<file path="config.mk">
export PLATFORM = sky130hd
export DESIGN_NAME = mono_color_expander
export DESIGN_NICKNAME = d
export VERILOG_FILES = /design/src/rtl/mcx_pkg.sv /design/src/rtl/mcx_window_filter.sv /design/src/rtl/mcx_color_bank.sv /design/src/rtl/mcx_sequencer.sv /design/src/rtl/mono_color_expander.sv
export SDC_FILE = /design/constraint.sdc
export NUM_CORES = 1
export LEC_CHECK = 0
export BUFFER_PORTS_ARGS = -buffer_cell sky130_fd_sc_hd__clkbuf_2
export CAP_MARGIN = 0
export CORE_ASPECT_RATIO = 2
export CORE_MARGIN = 2
export CORE_UTILIZATION = 55
export CTS_CLUSTER_DIAMETER = 50
export DETAILED_ROUTE_END_ITERATION = 6
export PLACE_DENSITY = 0.79
export SLEW_MARGIN = 15
export SYNTH_ARGS = -nofsm -noshare
export SYNTH_HDL_FRONTEND = slang
export SYNTH_HIERARCHICAL = 1
export SYNTH_SLANG_ARGS = --single-unit
</file>
<file path="constraint.sdc">
create_clock -name clk -period 2.3 [get_ports clk]
set_input_delay 0.345 -clock clk [delete_from_list [all_inputs] [get_ports clk]]
set_output_delay 0.345 -clock clk [all_outputs]
set_load 0.02 [all_outputs]
</file>
<file path="src/rtl/mcx_pkg.sv">
package mcx_pkg;
   localparam int BYTE_W   = 8;
   localparam int SRC_BITS = 8;

   typedef enum logic [1:0] {
      DEPTH_8  = 2'd0,
      DEPTH_16 = 2'd1,
      DEPTH_24 = 2'd2,
      DEPTH_32 = 2'd3
   } depth_e;
endpackage

</file>
<file path="src/rtl/mcx_window_filter.sv">
module mcx_window_filter #(
   parameter int ADDR_IN_W = 32,
   parameter int MEM_AW    = 17,
   parameter int WINDOW_AW = 16
) (
   input  logic [ADDR_IN_W-1:0] addr_in,
   output logic [MEM_AW-1:0]    addr_masked,
   output logic                 in_window
);
   generate
      if (ADDR_IN_W > MEM_AW) begin : g_trunc
         logic unused_hi_bits;
         assign unused_hi_bits = ^addr_in[ADDR_IN_W-1:MEM_AW];
         assign addr_masked    = addr_in[MEM_AW-1:0];
      end else begin : g_extend
         assign addr_masked = MEM_AW'(addr_in);
      end
   endgenerate

   // The window is the lower part of the masked aperture
   assign in_window = ~|addr_masked[MEM_AW-1:WINDOW_AW];
endmodule

</file>
<file path="src/rtl/mcx_color_bank.sv">
module mcx_color_bank #(
   parameter int LANES  = 4,
   parameter int BYTE_W = 8
) (
   input  logic                      clk,
   input  logic                      rst_n,
   input  logic                      cfg_we,
   input  logic [$clog2(LANES):0]    cfg_sel,
   input  logic [BYTE_W-1:0]         cfg_data,
   output logic [LANES*BYTE_W-1:0]   fg_flat,
   output logic [LANES*BYTE_W-1:0]   bg_flat
);
   localparam int LANE_W = $clog2(LANES);

   generate
      for (genvar g = 0; g < LANES; g++) begin : g_lane
         logic [BYTE_W-1:0] fg_q;
         logic [BYTE_W-1:0] bg_q;
         logic              hit;

         assign hit = cfg_we && (cfg_sel[LANE_W-1:0] == LANE_W'(g));

         always_ff @(posedge clk or negedge rst_n) begin
            if (!rst_n) begin
               fg_q <= '0;
               bg_q <= '0;
            end else if (hit) begin
               if (cfg_sel[LANE_W]) fg_q <= cfg_data;
               else                 bg_q <= cfg_data;
            end
         end

         assign fg_flat[g*BYTE_W +: BYTE_W] = fg_q;
         assign bg_flat[g*BYTE_W +: BYTE_W] = bg_q;
      end
   endgenerate
endmodule

</file>
<file path="src/rtl/mcx_sequencer.sv">
module mcx_sequencer #(
   parameter int SRC_BITS = 8,
   parameter int LANES    = 4,
   parameter int MEM_AW   = 17
) (
   input  logic                       clk,
   input  logic                       rst_n,
   input  logic                       start,
   input  logic [SRC_BITS-1:0]        src_bits,
   input  logic [MEM_AW-1:0]          base,
   input  logic                       opaque,
   input  logic [$clog2(LANES)-1:0]   last_lane,
   output logic                       busy,
   output logic                       cur_bit,
   output logic                       opaque_q,
   output logic [$clog2(LANES)-1:0]   lane,
   output logic [MEM_AW-1:0]          cur_addr
);
   localparam int LANE_W = $clog2(LANES);
   localparam int PIX_W  = $clog2(SRC_BITS);
   localparam logic [PIX_W-1:0] LAST_PIX = PIX_W'(SRC_BITS - 1);

   logic                busy_q;
   logic [SRC_BITS-1:0] bits_q;
   logic [LANE_W-1:0]   lane_q;
   logic [LANE_W-1:0]   last_lane_q;
   logic [PIX_W-1:0]    pix_q;
   logic [MEM_AW-1:0]   addr_q;
   logic                opq_q;
   logic                pix_done;

   assign pix_done = (lane_q == last_lane_q);

   always_ff @(posedge clk or negedge rst_n) begin
      if (!rst_n) begin
         busy_q      <= 1'b0;
         bits_q      <= '0;
         lane_q      <= '0;
         last_lane_q <= '0;
         pix_q       <= '0;
         addr_q      <= '0;
         opq_q       <= 1'b0;
      end else if (start) begin
         busy_q      <= 1'b1;
         bits_q      <= src_bits;
         lane_q      <= '0;
         last_lane_q <= last_lane;
         pix_q       <= '0;
         addr_q      <= base;
         opq_q       <= opaque;
      end else if (busy_q) begin
         addr_q <= addr_q + MEM_AW'(1);
         if (pix_done) begin
            lane_q <= '0;
            bits_q <= {bits_q[SRC_BITS-2:0], 1'b0};
            pix_q  <= pix_q + PIX_W'(1);
            if (pix_q == LAST_PIX) busy_q <= 1'b0;
         end else begin
            lane_q <= lane_q + LANE_W'(1);
         end
      end
   end

   assign busy     = busy_q;
   assign cur_bit  = bits_q[SRC_BITS-1];
   assign opaque_q = opq_q;
   assign lane     = lane_q;
   assign cur_addr = addr_q;
endmodule

</file>
<file path="src/rtl/mono_color_expander.sv">
module mono_color_expander #(
   parameter int ADDR_IN_W = 32,
   parameter int MEM_AW    = 17,
   parameter int WINDOW_AW = 16,
   parameter int LANES     = 4
) (
   input  logic                         clk,
   input  logic                         rst_n,
   input  logic                         cfg_we,
   input  logic [$clog2(LANES):0]       cfg_sel,
   input  logic [mcx_pkg::BYTE_W-1:0]   cfg_data,
   input  logic                         src_valid,
   input  logic [mcx_pkg::SRC_BITS-1:0] src_byte,
   input  logic [ADDR_IN_W-1:0]         src_addr,
   input  logic                         src_opaque,
   input  logic [$clog2(LANES)-1:0]     src_depth,
   output logic                         busy,
   output logic                         mem_we,
   output logic [MEM_AW-1:0]            mem_addr,
   output logic [mcx_pkg::BYTE_W-1:0]   mem_data
);
   import mcx_pkg::*;

   localparam int LANE_W = $clog2(LANES);

   generate
      if (MEM_AW <= WINDOW_AW) begin : g_bad_window
         $error("MEM_AW must exceed WINDOW_AW");
      end
      if (LANES < 2 || (1 << LANE_W) != LANES) begin : g_bad_lanes
         $error("LANES must be a power of two of at least 2");
      end
      if (ADDR_IN_W < WINDOW_AW) begin : g_bad_in
         $error("ADDR_IN_W must cover the window");
      end
   endgenerate

   logic [MEM_AW-1:0]       base_masked;
   logic                    base_ok;
   logic                    start;
   logic                    seq_busy;
   logic                    cur_bit;
   logic                    opaque_q;
   logic [LANE_W-1:0]       lane;
   logic [LANES*BYTE_W-1:0] fg_flat;
   logic [LANES*BYTE_W-1:0] bg_flat;

   mcx_window_filter #(
      .ADDR_IN_W (ADDR_IN_W),
      .MEM_AW    (MEM_AW),
      .WINDOW_AW (WINDOW_AW)
   ) u_filter (
      .addr_in     (src_addr),
      .addr_masked (base_masked),
      .in_window   (base_ok)
   );

   mcx_color_bank #(
      .LANES  (LANES),
      .BYTE_W (BYTE_W)
   ) u_colors (
      .clk      (clk),
      .rst_n    (rst_n),
      .cfg_we   (cfg_we),
      .cfg_sel  (cfg_sel),
      .cfg_data (cfg_data),
      .fg_flat  (fg_flat),
      .bg_flat  (bg_flat)
   );

   assign start = src_valid && base_ok && !seq_busy;

   mcx_sequencer #(
      .SRC_BITS (SRC_BITS),
      .LANES    (LANES),
      .MEM_AW   (MEM_AW)
   ) u_seq (
      .clk       (clk),
      .rst_n     (rst_n),
      .start     (start),
      .src_bits  (src_byte),
      .base      (base_masked),
      .opaque    (src_opaque),
      .last_lane (src_depth),
      .busy      (seq_busy),
      .cur_bit   (cur_bit),
      .opaque_q  (opaque_q),
      .lane      (lane),
      .cur_addr  (mem_addr)
   );

   assign busy     = seq_busy;
   assign mem_we   = seq_busy && (cur_bit || opaque_q);
   assign mem_data = cur_bit ? fg_flat[lane*BYTE_W +: BYTE_W]
                             : bg_flat[lane*BYTE_W +: BYTE_W];
endmodule

</file>
==> qor.csv <==
metric,value,unit
ys_seq_area_frac,0.5036,
syn_nets,429,
drtIter0Drc,174,
root_buffer,clkbuf_16,
yosys.area_share.xor_xnor,0.02878,
die_y,137.1,microns
crit_start,u_seq/bits_q[7],
yosysTopAreaCellShare,0.5036,
dr_wl_met2,5649,microns
routedWlPerCell,18.81,microns
r2r-start,u_seq/cur_addr[2],
setup_viol,0,
synth_compound_area_frac,0.03828,
io_buffers,69,
grt_overflow,0,
timing.fmax,440.0,MHz
synth_fa_ha_area_frac,0.007708,
grt_max_degree,54,
hold_violations,0,
dr.pass1.iters,4,
hp-class,in -> async,
fin_crit,2.273,ns
skew,0.007593,ns
die_x,70.54,microns
yosysWarnings,6,
yosys-mux-area-fraction,0.2803,
powerDensity,1247,mW/mm^2
yosys-top-cells-area,"dfrtp_1, mux2_2, mux4_1",
fill_cells,668,
grt_pass1_vias,3295,
fin_crit_sh,0.9882,
clk_pin_slew,0.07,ns
tightestPinTransition,0.6749,ns
placed_cell_area,0.005236,sq mm
via_count,3092,
slew_viol_final,0,
clkLatencyLatePin,0.34,ns
grt_setup_unrepaired,true,
setup.worst_path.start_class,flop,
dpl.hpwl,7110,microns
synth_ff_type,dfrtp_1,
synth_edf_count,0,
register_area,0.002454,sq mm
cts_tree,built,
core-area,0.008588,sq mm
htree_num_levels,3,
status,"complete, no violations",
reg2reg_depth,4,
diodes,0,
grt_usage,0.2186,
m1WireLength,3882,microns
critPathCaptureType,output pin,
rows,48,
remaining_drc_errors,0,
routabilityCongestion,0.8825,
yosysTopAreaCell,dfrtp_1,
final_nets,491,
cts_buffers,9,
synthSimpleGateAreaFrac,0.08684,
synthCells,368,
syn_area,0.004870,sq mm
cts_hold_buf,0,
route.top_layer_used,met4,
drive_gt1_frac,0.4299,
path_class,reg -> out,
antenna_found_initial,0,
drt-total-wl,10060,microns
finish.instance_area,0.005550,sq mm
met3_length,352,microns
ir_drop,678.6,uV
avgSynthCellArea,13.23,sq um
critPathRequiredTime,1.96,ns
dieArea,0.009668,sq mm
synth_top_family_by_area,multiplexers,
clock-sinks,98,
power,6919,uW
yosysUniqueCellTypes,37,
grt_pass1_wl,16220,microns
drtAntennaViolNets,0,
io_pins,85,
final_util,0.6463,
syn_to_final_growth,13.98,%
cp_max_fo,9,
cap_violations,0,
leakagePower,0.002463,uW
start_util,0.5670,
multi_input_area,0.002137,sq mm
worstPathArrival,1.93,ns
ys_seq_elements,98,
cts.path.max_buffers,2,
synthArstFlopShare,1.000,
vias_per_cell,5.779,
maxSlewHeadroom,0.5501,
==> flip-flops by register name, summed over array words and instances, names as in the netlist <==
name and cells:
u_seq/pix_q 3, u_seq/bits_q 8, u_seq/last_lane_q 2, u_seq/busy 1
u_colors/g_lane.bg_q 32, u_seq/cur_addr 17, u_seq/lane 2, u_colors/g_lane.fg_q 32
u_seq/opaque_q 1
==> where the power goes <==
part | internal (uW) | switching [uW] | total [uW]
logic | 1350 | 1320 | 2670
clock network | 852 | 650 | 1500
registers | 2260 | 483 | 2750
total | 4470 | 2450 | 6920
==> path summary, 6_finish.rpt <==
path                                              end  slack (ns)
max in group asynchronous  u_colors/g_lane[2].fg_q[7]        1.47
hold / removal             u_colors/g_lane[3].bg_q[2]        0.04
setup reg to reg                   u_seq/cur_addr[15]        0.49
min in group clk                    u_seq/cur_addr[8]        0.21
setup / recovery                          mem_data[4]        0.03
hold reg to reg            u_colors/g_lane[3].bg_q[5]        0.50
==> synthesized netlist by cell type (6+ instances only) <==
cell type and instances:
mux4_1 16, o21ai_0 23, xnor2_1 12, dfrtp_1 98
nand3_1 7, buf_2 7, mux2i_1 10, nand4_1 6
mux2_2 75, buf_4 18, nor2_1 10, nand2_1 29
clkbuf_1 7
==> stage by stage <==
| stage | std cells | setup WS, ns | setup TNS [ns] | hold slack, ns |
|---|---|---|---|---|
| 4_1_cts | 533 | -0.002125 | -0.003002 | 0.06467 |
| 2_1_floorplan | 368 | 0.4891 | 0 | 0.04941 |
| 3_5_place_dp | 516 | 0.3120 | 0 | 0.4278 |
| 6_report | 535 | 0.02710 | 0 | 0.04120 |
| 5_1_grt | 535 | -0.02591 | -0.08359 | 0.09780 |
| 3_3_place_gp | 516 | 0.3198 | 0 | 0.4215 |
==> placed cells by master, fill, tap and decap left out, drive strengths merged, types with 2 or more instances in the layout <==
cell      count
nand4         7
inv           7
buf          24
mux2i        10
xor2          4
mux2         75
nand3b        2
mux4         16
o31a          3
clkbuf       75
nor2         10
nor4bb        3
dfrtp        98
nand4b        3
ha            3
o21ai        23
nand3         7
nor3          3
nand2        29
xnor2        12
nand2b        3
nor4          5
clkinvlp      2
==> worst max-delay path, cell delays in order, from the launching register on <==
cell and delay (ns):
dfrtp_2 0.43, buf_12 0.16, mux4_1 0.54, mux2_2 0.30
clkbuf_2 0.16
==> per-layer routing <==
layer | up-vias | GRT usage
met1 | 1551 | 0.2483
li1 | 1453 | -
met3 | 14 | 0.04271
met4 | 0 | 0.08281
met2 | 74 | 0.4009
met5 | - | 0
==> layout make-up <==
type,instances,area share
Clock buffer,11,0.04193
Clock inverter,5,0.01127
Inverter,5,0.003381
Multi-Input combinational cell,228,0.3850
Sequential cell,98,0.4421
Tap cell,100,0.02254
Timing Repair Buffer,88,0.09378
==> logic make-up after synthesis <==
| group | Yosys count |
|---|---|
| AO/OA/AOI/OAI | 32 |
| XOR/XNOR | 16 |
| adder cells (fa/ha/maj) | 3 |
| buffers and inverters | 42 |
| flip-flops | 98 |
| multiplexers | 101 |
| AND/OR/NAND/NOR | 76 |
==> what timing repair did <==
action / 4_1_cts / 5_1_grt
hold endpoints to repair: 0 / 0
gates resized for setup: 3 / 9
setup endpoints to repair: 8 / 7
cloned: 0 / 1
buffers inserted: 1 / 1
Power figures use the tool's default switching activity.
